$ cat config.mk
export PLATFORM = sky130hd
export DESIGN_NAME = dac_seg_frontend
export DESIGN_NICKNAME = d
export VERILOG_FILES = /design/src/rtl/dac_fe_pkg.sv /design/src/rtl/dac_fe_sel_decode.sv /design/src/rtl/dac_fe_col_slice.sv /design/src/rtl/dac_fe_switch_stage.sv /design/src/rtl/dac_seg_frontend.sv
export SDC_FILE = /design/constraint.sdc
export NUM_CORES = 1
export LEC_CHECK = 0
export ABC_AREA = 1
export BUFFER_PORTS_ARGS = -buffer_cell sky130_fd_sc_hd__buf_2
export CAP_MARGIN = 20
export CELL_PAD_IN_SITES_DETAIL_PLACEMENT = 1
export CELL_PAD_IN_SITES_GLOBAL_PLACEMENT = 2
export CORE_ASPECT_RATIO = 1.5
export CORE_MARGIN = 1.5
export CORE_UTILIZATION = 29
export DETAILED_ROUTE_END_ITERATION = 8
export PLACE_DENSITY_LB_ADDON = 0.1
export SLEW_MARGIN = 20
export SYNTH_ARGS = -nofsm -noshare
export SYNTH_HDL_FRONTEND = slang
export SYNTH_SLANG_ARGS = --single-unit
export TNS_END_PERCENT = 30
$ cat constraint.sdc
create_clock -name clk -period 0.8 [get_ports clk]
set_clock_uncertainty 0.1 [all_clocks]
set_input_delay 0.04 -clock clk [delete_from_list [all_inputs] [get_ports clk]]
set_output_delay 0.04 -clock clk [all_outputs]
set_load 0.05 [all_outputs]
$ cat src/rtl/dac_fe_pkg.sv
package dac_fe_pkg;

  // Physical cell for a logical thermometer index. With reordering on,
  // indices below cells-1 are scattered by a stride modulo cells-1, which
  // is a bijection when the stride is coprime with cells-1.
  function automatic int unsigned perm_pos(input int unsigned idx,
                                           input int unsigned cells,
                                           input int unsigned stride,
                                           input bit          en);
    if (!en || idx >= cells - 1) return idx;
    return (idx * stride) % (cells - 1);
  endfunction

endpackage

$ cat src/rtl/dac_fe_sel_decode.sv
module dac_fe_sel_decode #(
  parameter  int ROW_BITS = 3,
  parameter  int COL_BITS = 5,
  localparam int ROWS     = 1 << ROW_BITS,
  localparam int COLS     = 1 << COL_BITS
) (
  input  logic [ROW_BITS-1:0] row_idx,
  input  logic [COL_BITS-1:0] col_idx,
  output logic [ROWS-1:0]     row_th,
  output logic [COLS:0]       col_ge
);

  // Row thermometer: row j is lit in the partial column when row_idx > j.
  always_comb begin
    for (int j = 0; j < ROWS; j++) begin
      row_th[j] = (int'(row_idx) > j);
    end
  end

  // Column select line i is high when col_idx >= i; the extra top line
  // is always low because col_idx never reaches COLS.
  always_comb begin
    for (int i = 0; i <= COLS; i++) begin
      col_ge[i] = (int'(col_idx) >= i);
    end
  end

endmodule

$ cat src/rtl/dac_fe_col_slice.sv
module dac_fe_col_slice #(
  parameter int ROWS = 8
) (
  input  logic            col_here,
  input  logic            col_next,
  input  logic [ROWS-1:0] row_th,
  output logic [ROWS-1:0] cell_on
);

  // Column fully on when the next select line is high; partially on,
  // by the row thermometer, when only its own select line is high.
  always_comb begin
    cell_on = {ROWS{col_next}} | ({ROWS{col_here}} & row_th);
  end

endmodule

$ cat src/rtl/dac_fe_switch_stage.sv
module dac_fe_switch_stage #(
  parameter int W = 8
) (
  input  logic         clk,
  input  logic         rst_n,
  input  logic [W-1:0] d,
  output logic [W-1:0] out_p,
  output logic [W-1:0] out_n
);

  logic [W-1:0] q;
  logic [W-1:0] q_nxt;

  always_comb begin
    q_nxt = d;
  end

  always_ff @(posedge clk or negedge rst_n) begin
    if (!rst_n) begin
      q <= '0;
    end else begin
      q <= q_nxt;
    end
  end

  assign out_p = q;
  assign out_n = ~q;

endmodule

$ cat src/rtl/dac_seg_frontend.sv
module dac_seg_frontend #(
  parameter  int ROW_BITS    = 3,
  parameter  int COL_BITS    = 5,
  parameter  int BIN_BITS    = 4,
  parameter  bit PERMUTE     = 1'b0,
  parameter  int PERM_STRIDE = 128,
  localparam int UNARY_BITS  = ROW_BITS + COL_BITS,
  localparam int DW          = UNARY_BITS + BIN_BITS,
  localparam int ROWS        = 1 << ROW_BITS,
  localparam int COLS        = 1 << COL_BITS,
  localparam int CELLS       = ROWS * COLS
) (
  input  logic             clk,
  input  logic             rst_n,
  input  logic [DW-1:0]    din,
  output logic [CELLS-1:0] unary_p,
  output logic [CELLS-1:0] unary_n,
  output logic [BIN_BITS-1:0] bin_p,
  output logic [BIN_BITS-1:0] bin_n
);

  logic [ROW_BITS-1:0] row_idx;
  logic [COL_BITS-1:0] col_idx;
  logic [ROWS-1:0]     row_th;
  logic [COLS:0]       col_ge;
  logic [CELLS-1:0]    therm_log;
  logic [CELLS-1:0]    therm_phys;

  logic [CELLS-1:0]    unary_s1, unary_s1_nxt;
  logic [BIN_BITS-1:0] bin_s1, bin_s1_nxt;

  assign row_idx = din[BIN_BITS +: ROW_BITS];
  assign col_idx = din[BIN_BITS + ROW_BITS +: COL_BITS];

  dac_fe_sel_decode #(
    .ROW_BITS (ROW_BITS),
    .COL_BITS (COL_BITS)
  ) u_sel (
    .row_idx (row_idx),
    .col_idx (col_idx),
    .row_th  (row_th),
    .col_ge  (col_ge)
  );

  // One slice per column; logical index = column*ROWS + row.
  for (genvar c = 0; c < COLS; c++) begin : g_col
    dac_fe_col_slice #(
      .ROWS (ROWS)
    ) u_slice (
      .col_here (col_ge[c]),
      .col_next (col_ge[c+1]),
      .row_th   (row_th),
      .cell_on  (therm_log[c*ROWS +: ROWS])
    );
  end

  // Fixed placement map, identity when PERMUTE is off.
  for (genvar i = 0; i < CELLS; i++) begin : g_place
    localparam int unsigned PHYS =
      dac_fe_pkg::perm_pos(i, CELLS, PERM_STRIDE, PERMUTE);
    assign therm_phys[PHYS] = therm_log[i];
  end

  // Input stage on the falling edge.
  always_comb begin
    unary_s1_nxt = therm_phys;
    bin_s1_nxt   = din[BIN_BITS-1:0];
  end

  always_ff @(negedge clk or negedge rst_n) begin
    if (!rst_n) begin
      unary_s1 <= '0;
      bin_s1   <= '0;
    end else begin
      unary_s1 <= unary_s1_nxt;
      bin_s1   <= bin_s1_nxt;
    end
  end

  // Switch stage on the rising edge, same for both segments.
  dac_fe_switch_stage #(
    .W (CELLS)
  ) u_sw_unary (
    .clk   (clk),
    .rst_n (rst_n),
    .d     (unary_s1),
    .out_p (unary_p),
    .out_n (unary_n)
  );

  dac_fe_switch_stage #(
    .W (BIN_BITS)
  ) u_sw_bin (
    .clk   (clk),
    .rst_n (rst_n),
    .d     (bin_s1),
    .out_p (bin_p),
    .out_n (bin_n)
  );

endmodule

---- Word level (Yosys, flattened, before mapping) ----
Index checks and enable logic that the tools add are counted.
word-level totals
  word-level logic and storage cells ...... 106
  bits in registers ....................... 520
  bits of input ports ..................... 14
cells by class
  $lt $le $gt $ge ......................... 38
  bitwise logic cells ..................... 64
operator list
  operator              count
  $not A256 Y256        1
  $and A8 B7 Y8         31
  $or A8 B8 Y8          30
  $ge A5 B5 Y1 const B  16
  $ge A5 B4 Y1 const B  8
  $ge A5 B3 Y1 const B  4
  $ge A5 B2 Y1 const B  2
  $gt A3 B3 Y1 const B  3
  $or A8 B7 Y8          1
  $gt A3 B1 Y1 const B  2
  $gt A3 B2 Y1 const B  2
  $ge A5 B1 Y1 const B  1
  $not A4 Y4            1

---- Longest topological paths before layout ----
  depth after elaboration ................. 3
  depth in mapped cells ................... 7
  gate-level depth less buffers ........... 6

---- Cells and area by module ----
From an unflattened synthesis, not the netlist that was laid out.
unflattened totals
  cell total of the unflattened synthesis .. 1427
  area, all modules ....................... 16709.8 um2
by module, submodules not included
  module                            times used  cells each  area each (um2)
  dac_fe_switch_stage (u_sw_unary)  1           512         7367.1
  dac_seg_frontend                  1           260         6506.2
  dac_fe_col_slice                  32          18          75.1
  dac_fe_sel_decode                 1           71          319.1
  dac_fe_switch_stage (u_sw_bin)    1           8           115.1

==> metrics.txt <==
port bufs about 530; mapped cell area 15900 um2; largest net degree at the start of global routing 39; vias in the first global route 12200; first-pass GRT wire length slightly below 80 mm; clk_lat worst skew 0.54 ns; peak supply drop 1590 uV; area grow syn2layout 65.8%; setup ws final -0.586 ns; total of fill cells in the finished design ~5500; CTS clk-pin slew, worst paths around 0.060 ns; io pins 534; CTS buffer count 48; CP Cell Sequence inv_1 > buf_6; Cell variety after synth 20; Clock Path Buffers 3; hold crit path type input pin to async pin; initial antenna violation count 6; via/cell ratio 4.13; Chip Width 194 um; H-tree levels 2; failing checks negative setup slack; final setup fails 1351; Post-DRT Antenna Nets 0; Yosys Warn Count 0; largest cells by area after synthesis dfrtn_1 (41%), dfrtp_1 (41%), inv_1 (6.9%); site row count 105; largest stage delay on the critical path 0.44 ns; DP Area 21100 um2; Tcrit/Tclk final 173%; Placed Cells incl. Taps 2553; placer congestion estimate 0.769; first-pass iteration count of the detailed router 4; Yosys top cell area share 40.7%; Vias 10900; Initial Utilization 29.2%; GRT Residual Overflow 0; Max Cap Viol 0; status complete, but fails checks; syn_area_per_cell 13.1 um2; fin cells 2650; die span in y 290 um; Yosys reg bits between 500 and 600; Period minus WS final 1.39 ns; fmax 722 MHz; post-route cell area 26400 um2; Sink Count 518; hold slack final ~0.020 ns; startpoint types register; gr usage total 18.5%; crit end category output port; crit path DAT roughly 1.3 ns; Synth area leader dfrtn_1; final hold violation count 0; Post-CTS Setup Bufs 0; total negative setup slack -391.28 ns; layout net count 1927; pwr/cell area 2420 nW/um2; LEAKAGE 13.2 nW; peak fanout along the critical path 2; Core Region 54500 um2; CTS tree built; fin util 48.5%; DRT iter0 DRCs 372; Post-Syn Instances 1217; cell at the slowest stage of the critical path dfrtp_1; Crit path required time 0.66 ns; dpl hpwl 38.6 mm; Residual DRC 0; layout cells sized above 1 49.9%; syn nets 1231; CTS root buffer clkbuf_16; Crit Path Category register to output port; Post-Route WL 52.9 mm; DR WL/cell about 20 um; Seq/Total Area, Yosys 81.3%; die area 56400 um2; final slew viol count 0; RSZ-0062 raised after global routing yes
power by group:
part,total (mW),internal [mW],switching (mW)
clock,22.1,12.7,9.43
combinational,12.9,4.34,8.51
sequential,29.0,27.8,1.11
worst paths after layout:
check	from	end	slack, ns	cells after the start
min reg2reg	unary_s1[220]$_DFF_NN0_	u_sw_unary.out_p[220]$_DFF_PN0_	0.64	0
max	u_sw_unary.out_p[210]$_DFF_PN0_	unary_n[210]	-0.59	2
max in group asynchronous	rst_n	unary_s1[214]$_DFF_NN0_	-0.17	4
min in group clk	din[4]	unary_s1[222]$_DFF_NN0_	0.10	3
min	rst_n	u_sw_unary.out_p[87]$_DFF_PN0_	0.02	3
max reg2reg	unary_s1[106]$_DFF_NN0_	u_sw_unary.out_p[106]$_DFF_PN0_	-0.28	0
cell usage after synthesis (all sizes together):
| cell type | count |
|---|---|
| nand2 | 140 |
| clkbuf | 20 |
| buf | 18 |
| dfrtp | 259 |
| a21oi | 22 |
| conb | 2 |
| clkinv | 2 |
| nand3 | 15 |
| inv | 306 |
| dfrtn | 259 |
| o21ai | 131 |
| nor2 | 43 |
kinds of logic after synthesis:
logic type	count (synthesis)	synth area share, %
flops	518	81.3
buf+inv	346	8.38
simple gates	198	5.27
compound gates	153	4.99
other cells	2	0.0471
layout make-up:
cell class              count  area [um2]  area share (%)
repair buffers            684        8040            30.4
well taps                 695         870            3.29
inverters                 308        1170            4.44
flip-flops and latches    518       13000            49.1
diodes                      2        5.00          0.0189
multi-input cells         353        1820            6.87
clock buffers              77        1440            5.46
clock inverters            13         106           0.402
state kept, by name (all words and copies together) (netlist names):
signal,flops
u_sw_unary.out_p,255
bin_s1,4
u_sw_bin.out_p,4
unary_s1,255
through the flow:
stage          setup WS (ns)  power, mW
6_report              -0.586       63.9
5_1_grt               -0.615       66.4
4_1_cts               -0.620       63.8
3_5_place_dp           -1.00       39.7
3_3_place_gp          -0.977       39.7
2_1_floorplan         -0.615       35.7
critical path, delay by kind of cell (launching register included):
family / cells / cell delay, ns
buffers and inverters: 2 / 0.26
DFF: 1 / 0.44
cell usage in the layout, fill, tap and decap left out, types with 5 or more instances in the layout:
master         netlist  layout
a21oi_1             22      20
buf_12               0      43
buf_2               13      16
buf_4                5     109
buf_6                0     383
buf_8                0     128
clkbuf_1            18      18
clkbuf_16            0      50
clkbuf_8             0       9
clkinv_2             0       8
dfrtn_1            259     259
dfrtp_1            259     248
dfrtp_2              0      11
dlygate4sd3_1        0       5
inv_1              294     147
inv_2               12     154
nand2_1            137     120
nand2_2              3      13
nand2_4              0       7
nand3_1             15       8
nand3_2              0       7
nor2_1              29      22
nor2_2               7       7
nor2_4               7      14
o21ai_0            127      95
o21ai_1              0      32
layer usage:
metal / part of all wire (%) / wire length (um) / track usage [%]
met3: 4.5 / 2370 / 2.85
met4: 2.3 / 1230 / 4.99
met2: 56 / 29600 / 35.4
met1: 37 / 19700 / 21.2
met5: 0.059 / 31 / 0
repair_timing:
action | in CTS | in global routing
hold buffers | 5 | 0
setup endpoints to repair | 1029 | 1383
resized for setup | 769 | 681
endpoints found under the hold margin | 522 | 0
(Power assumes the default switching activity.)
